[src/rtl/lvw_pkg.sv]
package lvw_pkg;
  localparam int ADDR_W   = 2;
  localparam int NUM_RAIL = 2;
  localparam int FLAG_BIT = 0;
  localparam int IE_BIT   = 1;
  localparam int ACK_BIT  = 2;

  typedef enum logic [ADDR_W-1:0] {
    A_MAIN  = 2'd0,
    A_REF   = 2'd1,
    A_THR   = 2'd2,
    A_CAUSE = 2'd3
  } reg_addr_e;
endpackage

[src/rtl/lvw_sync.sv]
module lvw_sync #(
  parameter int STAGES = 2,
  parameter int WIDTH  = 1
) (
  input  logic             clk,
  input  logic             arst_n,
  input  logic [WIDTH-1:0] async_in,
  output logic [WIDTH-1:0] sync_out
);
  logic [WIDTH-1:0] chain_q [STAGES];

  always_ff @(posedge clk or negedge arst_n) begin
    if (!arst_n) begin
      for (int s = 0; s < STAGES; s++) chain_q[s] <= '0;
    end else begin
      chain_q[0] <= async_in;
      for (int s = 1; s < STAGES; s++) chain_q[s] <= chain_q[s-1];
    end
  end

  assign sync_out = chain_q[STAGES-1];
endmodule

[src/rtl/lvw_rail_flag.sv]
module lvw_rail_flag (
  input  logic clk,
  input  logic arst_n,
  input  logic hit,
  input  logic block,
  input  logic reg_wr,
  input  logic ie_bit,
  input  logic ack_bit,
  output logic flag,
  output logic ie
);
  logic set_now;
  assign set_now = hit && !block;

  always_ff @(posedge clk or negedge arst_n) begin
    if (!arst_n) begin
      flag <= 1'b0;
      ie   <= 1'b0;
    end else begin
      if (set_now)               flag <= 1'b1;
      else if (reg_wr && ack_bit) flag <= 1'b0;
      if (reg_wr) ie <= ie_bit;
    end
  end
endmodule

[src/rtl/lvw_cause_flag.sv]
module lvw_cause_flag (
  input  logic clk,
  input  logic por_n,
  input  logic hit,
  input  logic block,
  input  logic clr,
  output logic flag
);
  always_ff @(posedge clk or negedge por_n) begin
    if (!por_n)              flag <= 1'b1;
    else if (hit && !block)  flag <= 1'b1;
    else if (clr)            flag <= 1'b0;
  end
endmodule

[src/rtl/lvw_status_ctrl.sv]
module lvw_status_ctrl
  import lvw_pkg::*;
#(
  parameter int DATA_W      = 8,
  parameter int SYNC_STAGES = 2,
  parameter int THR_W       = 2
) (
  input  logic              clk,
  input  logic              por_n,
  input  logic              rst_n,
  input  logic              rpm,
  input  logic              cmp_main,
  input  logic              cmp_ref,
  input  logic              lvr_req,
  input  logic              wr_en,
  input  logic              rd_en,
  input  logic [ADDR_W-1:0] addr,
  input  logic [DATA_W-1:0] wdata,
  output logic [DATA_W-1:0] rdata,
  output logic              rd_valid,
  output logic [THR_W-1:0]  thresh_sel,
  output logic              irq
);
  localparam int USED_W = (ACK_BIT + 1 > THR_W) ? ACK_BIT + 1 : THR_W;

  logic                sys_rst_n;
  logic [NUM_RAIL-1:0] cmp_raw;
  logic [NUM_RAIL-1:0] ch_hit;
  logic [NUM_RAIL-1:0] ch_wr;
  logic [NUM_RAIL-1:0] flag;
  logic [NUM_RAIL-1:0] ie;
  logic                lvr_hit;
  logic                lvr_flag;
  logic                cause_clr;
  logic [THR_W-1:0]    thr_q;
  logic [DATA_W-1:0]   rd_word;
  logic                unused_wbits;

  assign sys_rst_n    = rst_n & por_n;
  assign cmp_raw      = {cmp_ref, cmp_main};
  assign unused_wbits = ^wdata[DATA_W-1:USED_W];

  lvw_sync #(.STAGES(SYNC_STAGES), .WIDTH(NUM_RAIL)) rail_sync_i (
    .clk(clk), .arst_n(sys_rst_n), .async_in(cmp_raw), .sync_out(ch_hit)
  );

  lvw_sync #(.STAGES(SYNC_STAGES), .WIDTH(1)) lvr_sync_i (
    .clk(clk), .arst_n(por_n), .async_in(lvr_req), .sync_out(lvr_hit)
  );

  for (genvar i = 0; i < NUM_RAIL; i++) begin : g_rail
    assign ch_wr[i] = wr_en && (addr == ADDR_W'(i));
    lvw_rail_flag rail_i (
      .clk(clk), .arst_n(sys_rst_n), .hit(ch_hit[i]), .block(rpm),
      .reg_wr(ch_wr[i]), .ie_bit(wdata[IE_BIT]), .ack_bit(wdata[ACK_BIT]),
      .flag(flag[i]), .ie(ie[i])
    );
  end

  assign cause_clr = wr_en && (addr == A_CAUSE) && wdata[FLAG_BIT];

  lvw_cause_flag cause_i (
    .clk(clk), .por_n(por_n), .hit(lvr_hit), .block(rpm),
    .clr(cause_clr), .flag(lvr_flag)
  );

  always_ff @(posedge clk or negedge sys_rst_n) begin
    if (!sys_rst_n) thr_q <= '0;
    else if (wr_en && addr == A_THR) thr_q <= wdata[THR_W-1:0];
  end
  assign thresh_sel = thr_q;

  always_comb begin
    rd_word = '0;
    case (addr)
      A_MAIN: begin
        rd_word[FLAG_BIT] = flag[0];
        rd_word[IE_BIT]   = ie[0];
      end
      A_REF: begin
        rd_word[FLAG_BIT] = flag[1];
        rd_word[IE_BIT]   = ie[1];
      end
      A_THR:   rd_word[THR_W-1:0] = thr_q;
      default: rd_word[FLAG_BIT]  = lvr_flag;
    endcase
  end

  always_ff @(posedge clk or negedge sys_rst_n) begin
    if (!sys_rst_n) begin
      rdata    <= '0;
      rd_valid <= 1'b0;
      irq      <= 1'b0;
    end else begin
      rd_valid <= rd_en;
      if (rd_en) rdata <= rd_word;
      irq <= |(flag & ie);
    end
  end
endmodule

[config.mk]
export PLATFORM = sky130hd
export DESIGN_NAME = lvw_status_ctrl
export DESIGN_NICKNAME = d
export VERILOG_FILES = /design/src/rtl/lvw_pkg.sv /design/src/rtl/lvw_sync.sv /design/src/rtl/lvw_rail_flag.sv /design/src/rtl/lvw_cause_flag.sv /design/src/rtl/lvw_status_ctrl.sv
export SDC_FILE = /design/constraint.sdc
export NUM_CORES = 1
export LEC_CHECK = 0
export ABC_AREA = 1
export BUFFER_PORTS_ARGS = -buffer_cell sky130_fd_sc_hd__buf_2
export CAP_MARGIN = 25
export CORE_MARGIN = 5
export CORE_UTILIZATION = 25
export DETAILED_ROUTE_END_ITERATION = 8
export PLACE_DENSITY = 0.48
export SETUP_SLACK_MARGIN = 0.05
export SLEW_MARGIN = 20
export SYNTH_ARGS = -nofsm -noshare
export SYNTH_HDL_FRONTEND = slang
export SYNTH_SLANG_ARGS = --single-unit
[constraint.sdc]
create_clock -name clk -period 0.9 [get_ports clk]
set_input_delay 0.18 -clock clk [delete_from_list [all_inputs] [get_ports clk]]
set_output_delay 0.18 -clock clk [all_outputs]
set_load 0.005 [all_outputs]
==> run_results.csv <==
group,metric,value,unit
die,die_height,62.4,um
detailed_routing,vias,556,
die,die_w,62.4,um
worst_setup_path,cp.arrival,0.90,ns
synthesis,yosysUniqueCellTypes,12,
clocking,clk_latency,0.29,ns
die,ios,31,
worst_setup_path,cp_max_fo,2,
clocking,htreeDepth,1,
detailed_routing,via_per_inst,4.09,
global_route,grt_max_degree,15,
timing,rsz0062_at_grt,"true",
clocking,clkSlewWorstSetupHoldPaths,0.09,ns
global_route,grt_pass1_vias,617,
synthesis,synth.top_cells.by_count,"22 x nand2_1, 16 x dfrtp_1, 8 x inv_1",
clocking,cts_tree,"built",
synthesis,synth.most_common_cell,"nand2_1",
cells_and_area,design_area,936,sq um
global_route,overflow,0,
clocking,cts_root_buf,"clkbuf_4",
synthesis,synth_area,686,sq um
place,dp_hpwl,1.05,mm
detailed_routing,ant_nets,0,
timing,fin_crit_sh,1.20,
outcome,violations,"negative setup slack",
synthesis,synthArstFlopShare,1.00,
worst_setup_path,critPathMaxStageDelay,0.40,ns
clocking,cts_buffers,3,
global_route,antenna_found_initial,0,
timing,setup_viol,7,
synthesis,avgSynthCellArea,9.39,sq um
timing,final_max_slew_viol_count,0,
worst_setup_path,critical_path_buf_inv_count,2,
timing,post-route-min-period,1.08,ns
worst_setup_path,path_cells,"buf_6, buf_6",
synthesis,ys_seq_elements,17,
cells_and_area,fillers,290,
cells_and_area,drive_gt1_frac,0.314,
synthesis,yosys.area.top_type,"dfrtp_1",
place,dpl_cell_area,808,sq um
synthesis,synth_ff_type,"dfrtp_1",
clocking,cts_sinks,17,
worst_setup_path,critPathSlowestCell,"dfrtp_1",
hold_path,hp-class,"input port to flip-flop",
detailed_routing,drcViolationCount,0,
detailed_routing,dr.pass1.iters,3,
job,maxCapViolations,0,
pwr,max-vdd-ir-drop,0.000894,V
synthesis,yosysWarnings,0,
outcome,status,"finished, violations left",
timing,fin_ws,-0.183,ns
cells_and_area,area_delta_synth_final,36.5,%
timing,finalHoldViolations,0,
worst_setup_path,path_class,"flip-flop to primary output",
clocking,cts_buffer_depth,2,
worst_setup_path,worstSetupEndpointType,"primary output",
global_route,grt_pass1_wl,2.53,mm
worst_setup_path,cp-start-kind,"flip-flop",
cells_and_area,diodes,0,
place,finalWeightedCongestion,0.746,
pwr,p_per_area,1690,mW/mm^2
worst_setup_path,critPathTopFamily,"flip-flops",
cells_and_area,layout.nets,125,
die,core_area,0.00269,sq mm
timing,fin_skew,0.00482,ns
detailed_routing,initialDrtViolationCount,13,
global_route,track_usage,0.0810,
synthesis,synth_edf_count,0,
worst_setup_path,cp_common_cell,"buf_6",
synthesis,synth-seq-area-share,0.622,
synthesis,synth_cells,73,
detailed_routing,drt-total-wl,1.38,mm
timing,fmax,923,MHz
pwr,p_leak,0.506,nW
synthesis,synth_area_leaders,"dfrtp_1 58%, nand2_1 12%, buf_4 6.6%",
die,num_rows,19,
timing,tns,-0.522,ns
worst_setup_path,critPathRequiredTime,0.72,ns
die,initial_core_util,0.255,
die,die_area,0.00389,sq mm
synthesis,yosys.area.top_type_share,0.584,
detailed_routing,wl_per_cell,10.1,um
place,port_buffers,19,
sequential cells by signal, summed over array words and instances, names as in the netlist:
| signal | count |
|---|---|
| lvr_sync_i.sync_out | 1 |
| rail_sync_i.sync_out | 2 |
| cause_i.flag | 1 |
| lvr_sync_i.chain_q | 1 |
| g_rail.rail_i.flag | 2 |
| rd_valid | 1 |
| rdata | 2 |
| irq | 1 |
| g_rail.rail_i.ie | 2 |
| thresh_sel | 2 |
| rail_sync_i.chain_q | 2 |
kinds of logic (layout without fill, tap and decap cells):
| family | after synthesis | in the layout | share of synthesized area |
|---|---|---|---|
| other | 1 | 6 | 0.00547 |
| buffers and inverters | 14 | 41 | 0.109 |
| and+or+nand+nor | 32 | 32 | 0.192 |
| AOI/OAI and AO/OA | 9 | 9 | 0.0712 |
| DFF | 17 | 17 | 0.622 |
metrics by stage:
step	hold slack, ns	total power [W]	instances	utilization	setup slack (ns)
after floorplan	-0.116	0.00103	78	-	0.104
after global placement	-0.0185	0.00113	124	0.301	0.0297
after detailed placement	-0.0158	0.00113	124	0.301	0.0189
after CTS	0.0117	0.00161	136	0.342	-0.199
after global routing	0.00282	0.00172	136	0.348	-0.233
final	0.0247	0.00158	136	0.348	-0.183
final timing paths:
kind                                                      to  slack [ns]  depth (start not counted)                        startpoint
min in group asynchronous    lvr_sync_i.chain_q[1]$_DFF_PN0_        0.21                          2                             por_n
min reg2reg                rail_sync_i.sync_out[0]$_DFF_PN0_        0.36                          0  rail_sync_i.chain_q[2]$_DFF_PN0_
min                                       rd_valid$_DFF_PN0_        0.02                          1                             rd_en
max                                            thresh_sel[0]       -0.18                          2         thresh_sel[0]$_DFFE_PN0P_
max reg2reg                             rdata[0]$_DFFE_PN0P_       -0.02                          5         thresh_sel[0]$_DFFE_PN0P_
max in group asynchronous    g_rail[0].rail_i.ie$_DFFE_PN0P_        0.24                          5                             por_n
routing by layer:
metal	routed length, um	share of wire	up-vias	track usage
met5	0	0	-	0
met4	13	0.0094	0	0.0318
met3	77	0.056	2	0.0396
met2	719	0.52	15	0.136
met1	564	0.41	259	0.0866
li1	-	-	280	-
power breakdown:
group / internal, W / switching, W / total [W]
logic: 0.000164 / 0.000138 / 0.000302
registers: 0.000847 / 0.0000409 / 0.000888
clock network: 0.000165 / 0.000231 / 0.000396
layout by cell type, fill, tap and decap left out:
cell           count
o21ai_0            4
clkinv_2           1
o21ai_1            3
nor2_1             2
nand3_1            5
a22o_1             1
dfrtp_1           16
buf_2             18
conb_1             6
dlygate4sd3_1      5
nand2_1           22
clkbuf_4           3
dfstp_2            1
buf_4              3
buf_6              3
inv_1              8
nor2_2             1
o21ai_2            1
nand3_2            2
cell type report:
type | instances | area, sq um | share of cell area
Clock buffer | 3 | 22.5 | 0.0241
Clock inverter | 1 | 5.00 | 0.00535
Inverter | 8 | 30.0 | 0.0321
Multi-Input combinational cell | 47 | 216 | 0.231
Sequential cell | 17 | 427 | 0.456
Tap cell | 31 | 38.8 | 0.0414
Timing Repair Buffer | 29 | 196 | 0.210
what timing repair did:
action / CTS / global route
pin swaps: 2 / 3
buffers inserted: 3 / 0
resized for setup: 2 / 5
endpoints found under the setup margin: 6 / 8
hold buffers: 5 / 0
hold endpoints to repair: 20 / 0
Note: power is estimated with default switching activity, not from simulation.
